--- config.mk ---
export PLATFORM = sky130hd
export DESIGN_NAME = skew_clock_banks
export DESIGN_NICKNAME = d
export VERILOG_FILES = /design/src/rtl/skewgen_pkg.sv /design/src/rtl/phase_timer.sv /design/src/rtl/ref_tap.sv /design/src/rtl/bank_lane.sv /design/src/rtl/skew_clock_banks.sv
export SDC_FILE = /design/constraint.sdc
export NUM_CORES = 1
export LEC_CHECK = 0
export BUFFER_PORTS_ARGS = -buffer_cell sky130_fd_sc_hd__buf_2
export CAP_MARGIN = 10
export CORE_MARGIN = 2
export CORE_UTILIZATION = 25
export DETAILED_ROUTE_END_ITERATION = 6
export PLACE_DENSITY_LB_ADDON = 0.2
export RECOVER_POWER = 50
export SLEW_MARGIN = 0
export SYNTH_ARGS = -nofsm -noshare
export SYNTH_HDL_FRONTEND = slang
export SYNTH_SLANG_ARGS = --single-unit
export TNS_END_PERCENT = 100
--- constraint.sdc ---
create_clock -name clk_tu -period 5.13 [get_ports clk_tu]
set_input_delay 0.513 -clock clk_tu [delete_from_list [all_inputs] [get_ports clk_tu]]
set_output_delay 0.513 -clock clk_tu [all_outputs]
set_load 0.1 [all_outputs]
--- src/rtl/skewgen_pkg.sv ---
package skewgen_pkg;

  localparam logic [1:0] LVL_LOW  = 2'b00;
  localparam logic [1:0] LVL_MID  = 2'b01;
  localparam logic [1:0] LVL_HIGH = 2'b10;

  typedef enum logic [1:0] {LANE_SKEW, LANE_DIV2, LANE_DIV4, LANE_INV} lane_kind_e;

  typedef struct packed {
    lane_kind_e         kind;
    logic signed [3:0]  skew;
    logic               is_ll;
  } lane_cfg_t;

  // 2'b11 (or an undriven pin resolved to it) reads as MID
  function automatic logic [1:0] tern_level(input logic [1:0] raw);
    return (raw == 2'b11) ? LVL_MID : raw;
  endfunction

  // index = 3*hi + lo, 0..8
  function automatic logic [3:0] tap_index(input logic [3:0] code);
    logic [3:0] hi, lo;
    hi = {2'b00, tern_level(code[3:2])};
    lo = {2'b00, tern_level(code[1:0])};
    return (hi << 1) + hi + lo;
  endfunction

  function automatic lane_cfg_t decode_lane(input int bank, input logic [3:0] code);
    lane_cfg_t         c;
    logic [3:0]        idx;
    logic signed [4:0] d;
    idx     = tap_index(code);
    d       = $signed({1'b0, idx}) - 5'sd4;
    c.kind  = LANE_SKEW;
    c.is_ll = (idx == 4'd0);
    c.skew  = d[3:0];
    if (bank >= 2) begin
      c.skew = {d[2:0], 1'b0};
      if (idx == 4'd0) begin
        c.kind = LANE_DIV2;
        c.skew = 4'sd0;
      end else if (idx == 4'd8) begin
        c.kind = (bank == 2) ? LANE_DIV4 : LANE_INV;
        c.skew = 4'sd0;
      end
    end
    return c;
  endfunction

endpackage

--- src/rtl/phase_timer.sv ---
module phase_timer
  import skewgen_pkg::*;
#(
  parameter int SHORT_PERIOD = 8,
  parameter int CW = $clog2(4 * SHORT_PERIOD),
  parameter int PW = CW + 1
) (
  input  logic          clk,
  input  logic          rst_n,
  input  logic [1:0]    range_sel,
  output logic [CW-1:0] cnt_o,
  output logic [PW-1:0] period_o,
  output logic          armed_o
);

  logic [CW-1:0] cnt_q;
  logic          armed_q;
  logic          at_last_w;
  logic          past_last_w;

  always_comb begin
    case (tern_level(range_sel))
      LVL_HIGH: period_o = PW'(SHORT_PERIOD);
      LVL_MID:  period_o = PW'(2 * SHORT_PERIOD);
      default:  period_o = PW'(4 * SHORT_PERIOD);
    endcase
  end

  assign at_last_w   = (PW'(cnt_q) == period_o - PW'(1));
  assign past_last_w = (PW'(cnt_q) >= period_o - PW'(1));

  always_ff @(posedge clk) begin
    if (!rst_n) begin
      cnt_q   <= '0;
      armed_q <= 1'b0;
    end else begin
      cnt_q <= past_last_w ? '0 : cnt_q + 1'b1;
      if (at_last_w) armed_q <= 1'b1;
    end
  end

  assign cnt_o   = cnt_q;
  assign armed_o = armed_q;

  // the counter returns to zero after the last phase of the period
  assert_phase_wrap_R1: assert property (@(posedge clk) disable iff (!rst_n)
    (PW'(cnt_q) >= period_o - PW'(1)) |=> (cnt_q == '0));

endmodule

--- src/rtl/ref_tap.sv ---
module ref_tap #(
  parameter int CENTER = 6,
  parameter int DEPTH  = 2 * CENTER + 1
) (
  input  logic             clk,
  input  logic             rst_n,
  input  logic             ref_in,
  input  logic             edge_pos,
  output logic [DEPTH-1:0] hist_o,
  output logic             edge_o
);

  logic [DEPTH-1:0] hist_q;

  always_ff @(posedge clk) begin
    if (!rst_n) hist_q <= '0;
    else        hist_q <= {hist_q[DEPTH-2:0], ref_in};
  end

  // active edge of the centre tap: rising for edge_pos, falling otherwise
  assign edge_o = edge_pos ? (hist_q[CENTER] & ~hist_q[CENTER+1])
                           : (~hist_q[CENTER] & hist_q[CENTER+1]);
  assign hist_o = hist_q;

endmodule

--- src/rtl/bank_lane.sv ---
module bank_lane
  import skewgen_pkg::*;
#(
  parameter int BANK   = 0,
  parameter int CW     = 5,
  parameter int PW     = CW + 1,
  parameter int CENTER = 6,
  parameter int DEPTH  = 2 * CENTER + 1
) (
  input  logic             clk,
  input  logic             rst_n,
  input  logic [3:0]       code_i,
  input  logic [CW-1:0]    cnt_i,
  input  logic [PW-1:0]    period_i,
  input  logic [DEPTH-1:0] hist_i,
  input  logic [1:0]       beat_i,
  input  logic             armed_i,
  input  logic             bypass_i,
  input  logic             edge_pos,
  input  logic             stop_req,
  input  logic             test_mid,
  output logic [1:0]       q_o
);

  localparam int TW = $clog2(DEPTH);

  lane_cfg_t     cfg;
  logic [PW-1:0] mask_w, half_w, ph_w, zero_ph_w;
  logic [TW-1:0] tap_w;
  logic          nom_w, zero_w;
  logic          dis_ll_w, want_w, hold_w, live_w, stop_eff_w;
  logic          stopped_q, q_r;

  assign cfg       = decode_lane(BANK, code_i);
  assign mask_w    = period_i - PW'(1);
  assign half_w    = period_i >> 1;
  assign ph_w      = (PW'(cnt_i) - PW'($signed(cfg.skew))) & mask_w;
  assign zero_ph_w = PW'(cnt_i) & mask_w;
  assign tap_w     = TW'(CENTER + int'($signed(cfg.skew)));

  // reference-shaped wave: first half high on rising alignment
  assign nom_w  = bypass_i ? hist_i[tap_w]  : ((ph_w < half_w) == edge_pos);
  assign zero_w = bypass_i ? hist_i[CENTER] : ((zero_ph_w < half_w) == edge_pos);

  assign dis_ll_w = test_mid && stop_req && cfg.is_ll;
  assign want_w   = dis_ll_w || (stop_req && (BANK != 1));
  assign hold_w   = (cfg.kind == LANE_INV && !dis_ll_w) ? edge_pos : ~edge_pos;

  always_comb begin
    case (cfg.kind)
      LANE_DIV2: live_w = ~beat_i[0];
      LANE_DIV4: live_w = ~beat_i[1];
      LANE_INV:  live_w = ~zero_w;
      default:   live_w = nom_w;
    endcase
  end

  // stop state only moves where the output already sits at the hold level
  assign stop_eff_w = (live_w == hold_w) ? want_w : stopped_q;

  always_ff @(posedge clk) begin
    if (!rst_n) begin
      stopped_q <= 1'b0;
      q_r       <= hold_w;
    end else begin
      stopped_q <= stop_eff_w;
      q_r       <= (!armed_i || stop_eff_w) ? hold_w : live_w;
    end
  end

  assign q_o = {2{q_r}};

  // a stopped bank shows its hold level
  assert_stopped_hold_R7: assert property (@(posedge clk) disable iff (!rst_n)
    stopped_q |-> (q_r == $past(hold_w)));

  // stop state changes only at a hold point
  assert_no_runt_R9: assert property (@(posedge clk) disable iff (!rst_n)
    (stopped_q != $past(stopped_q)) |-> ($past(live_w) == $past(hold_w)));

  // before the first full period the output stays parked
  assert_prearm_hold_R11: assert property (@(posedge clk) disable iff (!rst_n)
    !armed_i |=> (q_r == $past(hold_w)));

endmodule

--- src/rtl/skew_clock_banks.sv ---
module skew_clock_banks
  import skewgen_pkg::*;
#(
  parameter int NB           = 4,
  parameter int SHORT_PERIOD = 8,
  parameter int TAP_CENTER   = 6
) (
  input  logic            clk_tu,
  input  logic            rst_n,
  input  logic [1:0]      range_sel,
  input  logic [1:0]      test_sel,
  input  logic            edge_pos,
  input  logic            stop_req,
  input  logic            ref_in,
  input  logic [4*NB-1:0] bank_sel,
  output logic [2*NB-1:0] clk_out
);

  localparam int CW    = $clog2(4 * SHORT_PERIOD);
  localparam int PW    = CW + 1;
  localparam int DEPTH = 2 * TAP_CENTER + 1;

  logic [CW-1:0]    cnt;
  logic [PW-1:0]    period;
  logic             armed;
  logic [DEPTH-1:0] hist;
  logic             ref_edge;
  logic             test_mid, bypass, beat;
  logic [1:0]       beat_q, beat_next;

  assign test_mid  = (tern_level(test_sel) == LVL_MID);
  assign bypass    = (tern_level(test_sel) != LVL_LOW) && !(test_mid && stop_req);
  assign beat      = bypass ? ref_edge : (cnt == '0);
  assign beat_next = beat_q + {1'b0, beat};

  always_ff @(posedge clk_tu) begin
    if (!rst_n) beat_q <= 2'b00;
    else        beat_q <= beat_next;
  end

  phase_timer #(.SHORT_PERIOD(SHORT_PERIOD), .CW(CW), .PW(PW)) u_timer (
    .clk(clk_tu), .rst_n(rst_n), .range_sel(range_sel),
    .cnt_o(cnt), .period_o(period), .armed_o(armed)
  );

  ref_tap #(.CENTER(TAP_CENTER), .DEPTH(DEPTH)) u_tap (
    .clk(clk_tu), .rst_n(rst_n), .ref_in(ref_in), .edge_pos(edge_pos),
    .hist_o(hist), .edge_o(ref_edge)
  );

  for (genvar b = 0; b < NB; b++) begin : g_lane
    bank_lane #(.BANK(b), .CW(CW), .PW(PW), .CENTER(TAP_CENTER), .DEPTH(DEPTH)) u_lane (
      .clk(clk_tu), .rst_n(rst_n), .code_i(bank_sel[4*b +: 4]),
      .cnt_i(cnt), .period_i(period), .hist_i(hist), .beat_i(beat_next),
      .armed_i(armed), .bypass_i(bypass), .edge_pos(edge_pos),
      .stop_req(stop_req), .test_mid(test_mid), .q_o(clk_out[2*b +: 2])
    );
  end

endmodule

==> results by stage <==
Power and ir drop:
- The fraction of power spent switching nets is 0.354.
- In this run the power density over the cells is 298 nW/um2.
- The share of total power dissipated in sequential elements is 0.246.
- Internal power comes to 0.657 mW.
- Across the VDD grid, the largest voltage drop is 0.133 mV.
- The total net switching power is 0.361 mW.
- The share of total power dissipated in the clock network is 0.345.
- In this run the static leakage power is 1.51 nW.
- The share of total power dissipated in combinational logic is 0.409.

Detailed routing:
- The number of antenna-violating nets in the routed design is 0.
- After the first detailed-routing iteration, the DRC count stood at 69.
- The via count is 2375.
- For this run, design rule violations remaining after detail routing come to 0.
- For this block, the routed nets add up to 7260 um of wire.
- The via-per-instance ratio is 4.64.
- The number of iterations in the first detailed-routing pass is 4.
- Dividing the detail-routed wire length by the instance count gives 14.2 um.

Worst hold path:
- The type of the worst min-delay path is in2reg.
- The worst hold path begins at ref_in.
- The cell count of the worst hold path is 2.
- The end point of the worst hold path is u_tap.hist_o[0]$_SDFF_PN0_.

Finish:
- The finished layout holds 512 standard cells, fillers aside.
- The count of nets after finishing is 438.
- The area growth from synthesis to layout is 12.2%.
- The repair_antennas step left the layout with diodes totalling 0.
- The layout cell share with drive strength beyond 1 is 0.148.

Clock tree:
- The number of buffers added for setup after CTS is 0.
- CTS saw 29 sinks.
- The post-cts gate resize count is 0.
- TritonCTS created 5 clock buffers.
- The number of levels the H-tree was split into is 2.
- TritonCTS built the clock tree.
- After clock tree synthesis, the clock-pin slew on the worst setup and hold paths is 0.05 ns.
- The longest clock path from root to sink contains 2 buffers.
- The number of hold buffers added after CTS is 0.
- Clock latency on the worst-skew pair, taken at its later pin, is 0.28 ns.
- The root buffer cell chosen for the clock tree is sky130_fd_sc_hd__clkbuf_16.

Worst setup path:
- The worst setup path is launched from a primary input.
- The slowest stage of the critical path belongs to the cell sky130_fd_sc_hd__fa_1.
- The data required time at the worst endpoint is 5.29 ns.
- STA puts the critical path data arrival time at 4.66 ns.
- STA classifies the critical path endpoint as a flip-flop.
- The worst register-to-register path ends at g_lane[3].u_lane.stopped_q$_SDFF_PN0_.
- The maximum single-stage delay on the critical path is 0.71 ns.
- Traced cell by cell, the critical path runs through buf_2, nand2b_1, inv_1, fa_1, ha_1, inv_1, fa_1, ha_1, ha_1, a21oi_1, xnor2_1, nor2_1, ha_1, o41ai_1, mux2i_1, mux2i_1.
- For the worst flop-to-flop path, the logic depth is 11.
- The worst register-to-register path begins at u_timer.cnt_o[2]$_SDFF_PP0_.
- The most numerous cell type found on the critical path is sky130_fd_sc_hd__ha_1.
- The critical path in this run is classified as in2reg.
- Along the worst path, the maximum fanout reaches 8.
- Across all register-to-register paths, the minimum setup slack is 2.09 ns.

Synth:
- By area the synthesized netlist is led by sky130_fd_sc_hd__dfxtp_1, sky130_fd_sc_hd__ha_1, sky130_fd_sc_hd__fa_1.
- The total number of yosys warnings is 0.
- Of the post-synthesis cell area, the dominant cell type holds 0.191.
- The combined area of all synthesized cells is 3040 um2.
- The leading cell type by number of instances after synthesis is sky130_fd_sc_hd__ha_1.
- The share of the Yosys chip area taken by registers is 0.191.
- The count of mapped cells out of synthesis is 351.
- The synthesized netlist net count is 425.
- The number of synthesized register bits is 29.
- In this run, synthesis inferred 0 flip-flops with an integrated enable.
- The prevailing post-synth register cell is sky130_fd_sc_hd__dfxtp_1.
- The average instance area after synthesis is 8.67 um2.
- Of all cell types, the one taking the most synthesized area is sky130_fd_sc_hd__dfxtp_1.
- After synthesis, the most frequently instantiated cells are sky130_fd_sc_hd__ha_1, sky130_fd_sc_hd__inv_1, sky130_fd_sc_hd__nor2_1, sky130_fd_sc_hd__dfxtp_1, sky130_fd_sc_hd__xnor2_1.
- Yosys mapped the design onto 59 distinct sky130hd cell types.
- In the synthesized netlist the async set-or-reset flop fraction comes to 0.

Place:
- The count of port buffers added during placement is 32.
- Summed over all nets, the half-perimeter wirelength after detailed placement is 5790 um.
- The congestion estimate from routability-driven global placement came to 0.819.
- The post-placement cell count is 504.

Timing:
- The minimum period implied by the final worst setup slack is 4.50 ns.
- Setup violations remaining at the end of the flow were counted as 0.
- Setup repair after global routing left no endpoint under its margin.
- At the pin with the least slew margin, the transition time is 1.16 ns.
- The post-route clock period utilization is 0.878.
- The final count of hold timing violations is 0.
- The worst-case headroom to the max-slew limit is 0.228.
- The final worst clock skew is 0.00427 ns.
- The setup TNS is 0 ns.
- Timing would allow up to 222 MHz.
- The number of pins with negative max-slew slack in the final report came to 0.

Floorplan:
- The number of rows created at floorplan is 40.
- The initial core utilization is 0.254.
- 33 I/O pins were placed.
- In this run the horizontal extent of the chip is 114 um.
- The area enclosed by the die boundary is 13100 um2.
- In this run the standard cell core region covers 12000 um2.
- From bottom edge to top edge, the die measures 114 um.

Global route:
- The number of global-route vias before repair came to 2365.
- The all-layer global routing usage is 0.120.
- The first global-routing pass estimated 12100 um of wire.
- Entering global routing, the biggest net connects 26 pins.
- The number of antenna violations at the first check in global routing is 0.
- The total congestion overflow is 0.

Status:
- The flow ran to the end, and the final reports show no timing, DRC or antenna violations.

Job:
- Across the run, the number of max-cap violations was 0.
-- per-stage QoR --
stage / instance area [um2] / util / setup slack [ns] / hold WS [ns] / power, mW
3_3_place_gp: 3240 / 0.271 / 0.412 / 0.456 / 0.669
6_report: 3410 / 0.285 / 0.628 / 0.440 / 1.02
4_1_cts: 3420 / 0.286 / 0.690 / 0.436 / 1.03
5_1_grt: 3410 / 0.285 / 0.293 / 0.447 / 1.10
2_1_floorplan: 3040 / - / 1.10 / 0.440 / 0.596
3_5_place_dp: 3240 / 0.271 / 0.393 / 0.462 / 0.674
-- power by group through the flow --
stage          logic (mW)  registers [mW]  clock network, mW
6_report            0.416           0.250              0.352
5_1_grt             0.474           0.252              0.369
4_1_cts             0.421           0.251              0.360
3_5_place_dp        0.419           0.255                  0
3_3_place_gp        0.414           0.255                  0
2_1_floorplan       0.346           0.251                  0
-- critical path: cells and delay by family --
kind                       cells  cell delay [ns]
xor gates and xnor gates       1             0.14
muxes                          2             0.44
buffers and inverters          3             0.26
adders and majority gates      6             2.20
AOI/OAI and AO/OA              2             0.85
and+or+nand+nor                2             0.24
-- kinds of logic (layout without fill, tap and decap cells) --
group | Yosys count | after routing | synth area share
muxes | 23 | 23 | 0.106
AOI/OAI and AO/OA | 57 | 57 | 0.128
DFF | 29 | 29 | 0.191
and+or+nand+nor | 107 | 107 | 0.184
xor gates and xnor gates | 24 | 24 | 0.0691
buffers and inverters | 62 | 76 | 0.0963
adders and majority gates | 49 | 49 | 0.226
-- layout make-up --
type | instances | area [um2]
Inverter | 36 | 149
Tap cell | 147 | 184
Fill cell | 1259 | 8550
Clock inverter | 2 | 37.5
Timing Repair Buffer | 32 | 154
Sequential cell | 29 | 581
Multi-Input combinational cell | 260 | 2170
Clock buffer | 6 | 139
-- routing by layer --
| layer | vias to the layer above | wire length, um | share of wire | track usage |
|---|---|---|---|---|
| met3 | 14 | 232 | 0.032 | 0.0254 |
| met5 | - | 0 | 0 | 0 |
| met1 | 1097 | 3570 | 0.49 | 0.155 |
| li1 | 1215 | - | - | - |
| met2 | 49 | 3320 | 0.46 | 0.202 |
| met4 | 0 | 144 | 0.020 | 0.0333 |
-- registers in the layout, summed over array words and instances, names as in the netlist --
signal and flops:
beat_q 2, g_lane.u_lane.q_r 4, g_lane.u_lane.stopped_q 4, u_tap.hist_o 13
u_timer.armed_o 1, u_timer.cnt_o 5
-- layout by cell type, fill, tap and decap left out, types with 2 or more instances in the layout --
| cell type | synthesis | final |
|---|---|---|
| sky130_fd_sc_hd__and2_0 | 0 | 5 |
| sky130_fd_sc_hd__clkbuf_16 | 0 | 5 |
| sky130_fd_sc_hd__dfxtp_1 | 29 | 29 |
| sky130_fd_sc_hd__mux2_1 | 2 | 2 |
| sky130_fd_sc_hd__mux2i_1 | 13 | 13 |
| sky130_fd_sc_hd__fa_1 | 10 | 10 |
| sky130_fd_sc_hd__nand3_1 | 3 | 3 |
| sky130_fd_sc_hd__or2_2 | 3 | 3 |
| sky130_fd_sc_hd__o21bai_1 | 4 | 4 |
| sky130_fd_sc_hd__and2_1 | 16 | 11 |
| sky130_fd_sc_hd__or2_1 | 3 | 3 |
| sky130_fd_sc_hd__nand2b_1 | 9 | 9 |
| sky130_fd_sc_hd__nor2b_1 | 5 | 5 |
| sky130_fd_sc_hd__nor3_1 | 4 | 4 |
| sky130_fd_sc_hd__a221oi_1 | 2 | 2 |
| sky130_fd_sc_hd__nand3b_1 | 3 | 3 |
| sky130_fd_sc_hd__inv_2 | 2 | 2 |
| sky130_fd_sc_hd__xnor2_1 | 18 | 18 |
| sky130_fd_sc_hd__buf_2 | 1 | 27 |
| sky130_fd_sc_hd__o21ai_0 | 14 | 14 |
| sky130_fd_sc_hd__a31oi_1 | 2 | 2 |
| sky130_fd_sc_hd__nand2_1 | 17 | 17 |
| sky130_fd_sc_hd__o41ai_1 | 2 | 2 |
| sky130_fd_sc_hd__xor2_1 | 6 | 6 |
| sky130_fd_sc_hd__o31ai_1 | 3 | 3 |
| sky130_fd_sc_hd__clkbuf_1 | 14 | 5 |
| sky130_fd_sc_hd__a21oi_1 | 13 | 13 |
| sky130_fd_sc_hd__nand4_1 | 2 | 2 |
| sky130_fd_sc_hd__ha_1 | 39 | 39 |
| sky130_fd_sc_hd__mux4_2 | 7 | 7 |
| sky130_fd_sc_hd__inv_1 | 33 | 33 |
| sky130_fd_sc_hd__o2111a_1 | 2 | 2 |
| sky130_fd_sc_hd__nor2_1 | 33 | 33 |
| sky130_fd_sc_hd__o2111ai_1 | 2 | 2 |
-- worst max-delay path by stage --
stage	start	to	slack, ns	cells after the start
floorplan	bank_sel[14]	g_lane[3].u_lane.stopped_q$_SDFF_PN0_	1.10	19
global placement	bank_sel[6]	g_lane[1].u_lane.stopped_q$_SDFF_PN0_	0.41	16
detailed placement	bank_sel[6]	g_lane[1].u_lane.stopped_q$_SDFF_PN0_	0.39	16
CTS	bank_sel[6]	g_lane[1].u_lane.stopped_q$_SDFF_PN0_	0.69	16
global route	bank_sel[6]	g_lane[1].u_lane.stopped_q$_SDFF_PN0_	0.29	16
finish	bank_sel[6]	g_lane[1].u_lane.stopped_q$_SDFF_PN0_	0.63	16
(Power assumes the default switching activity.)
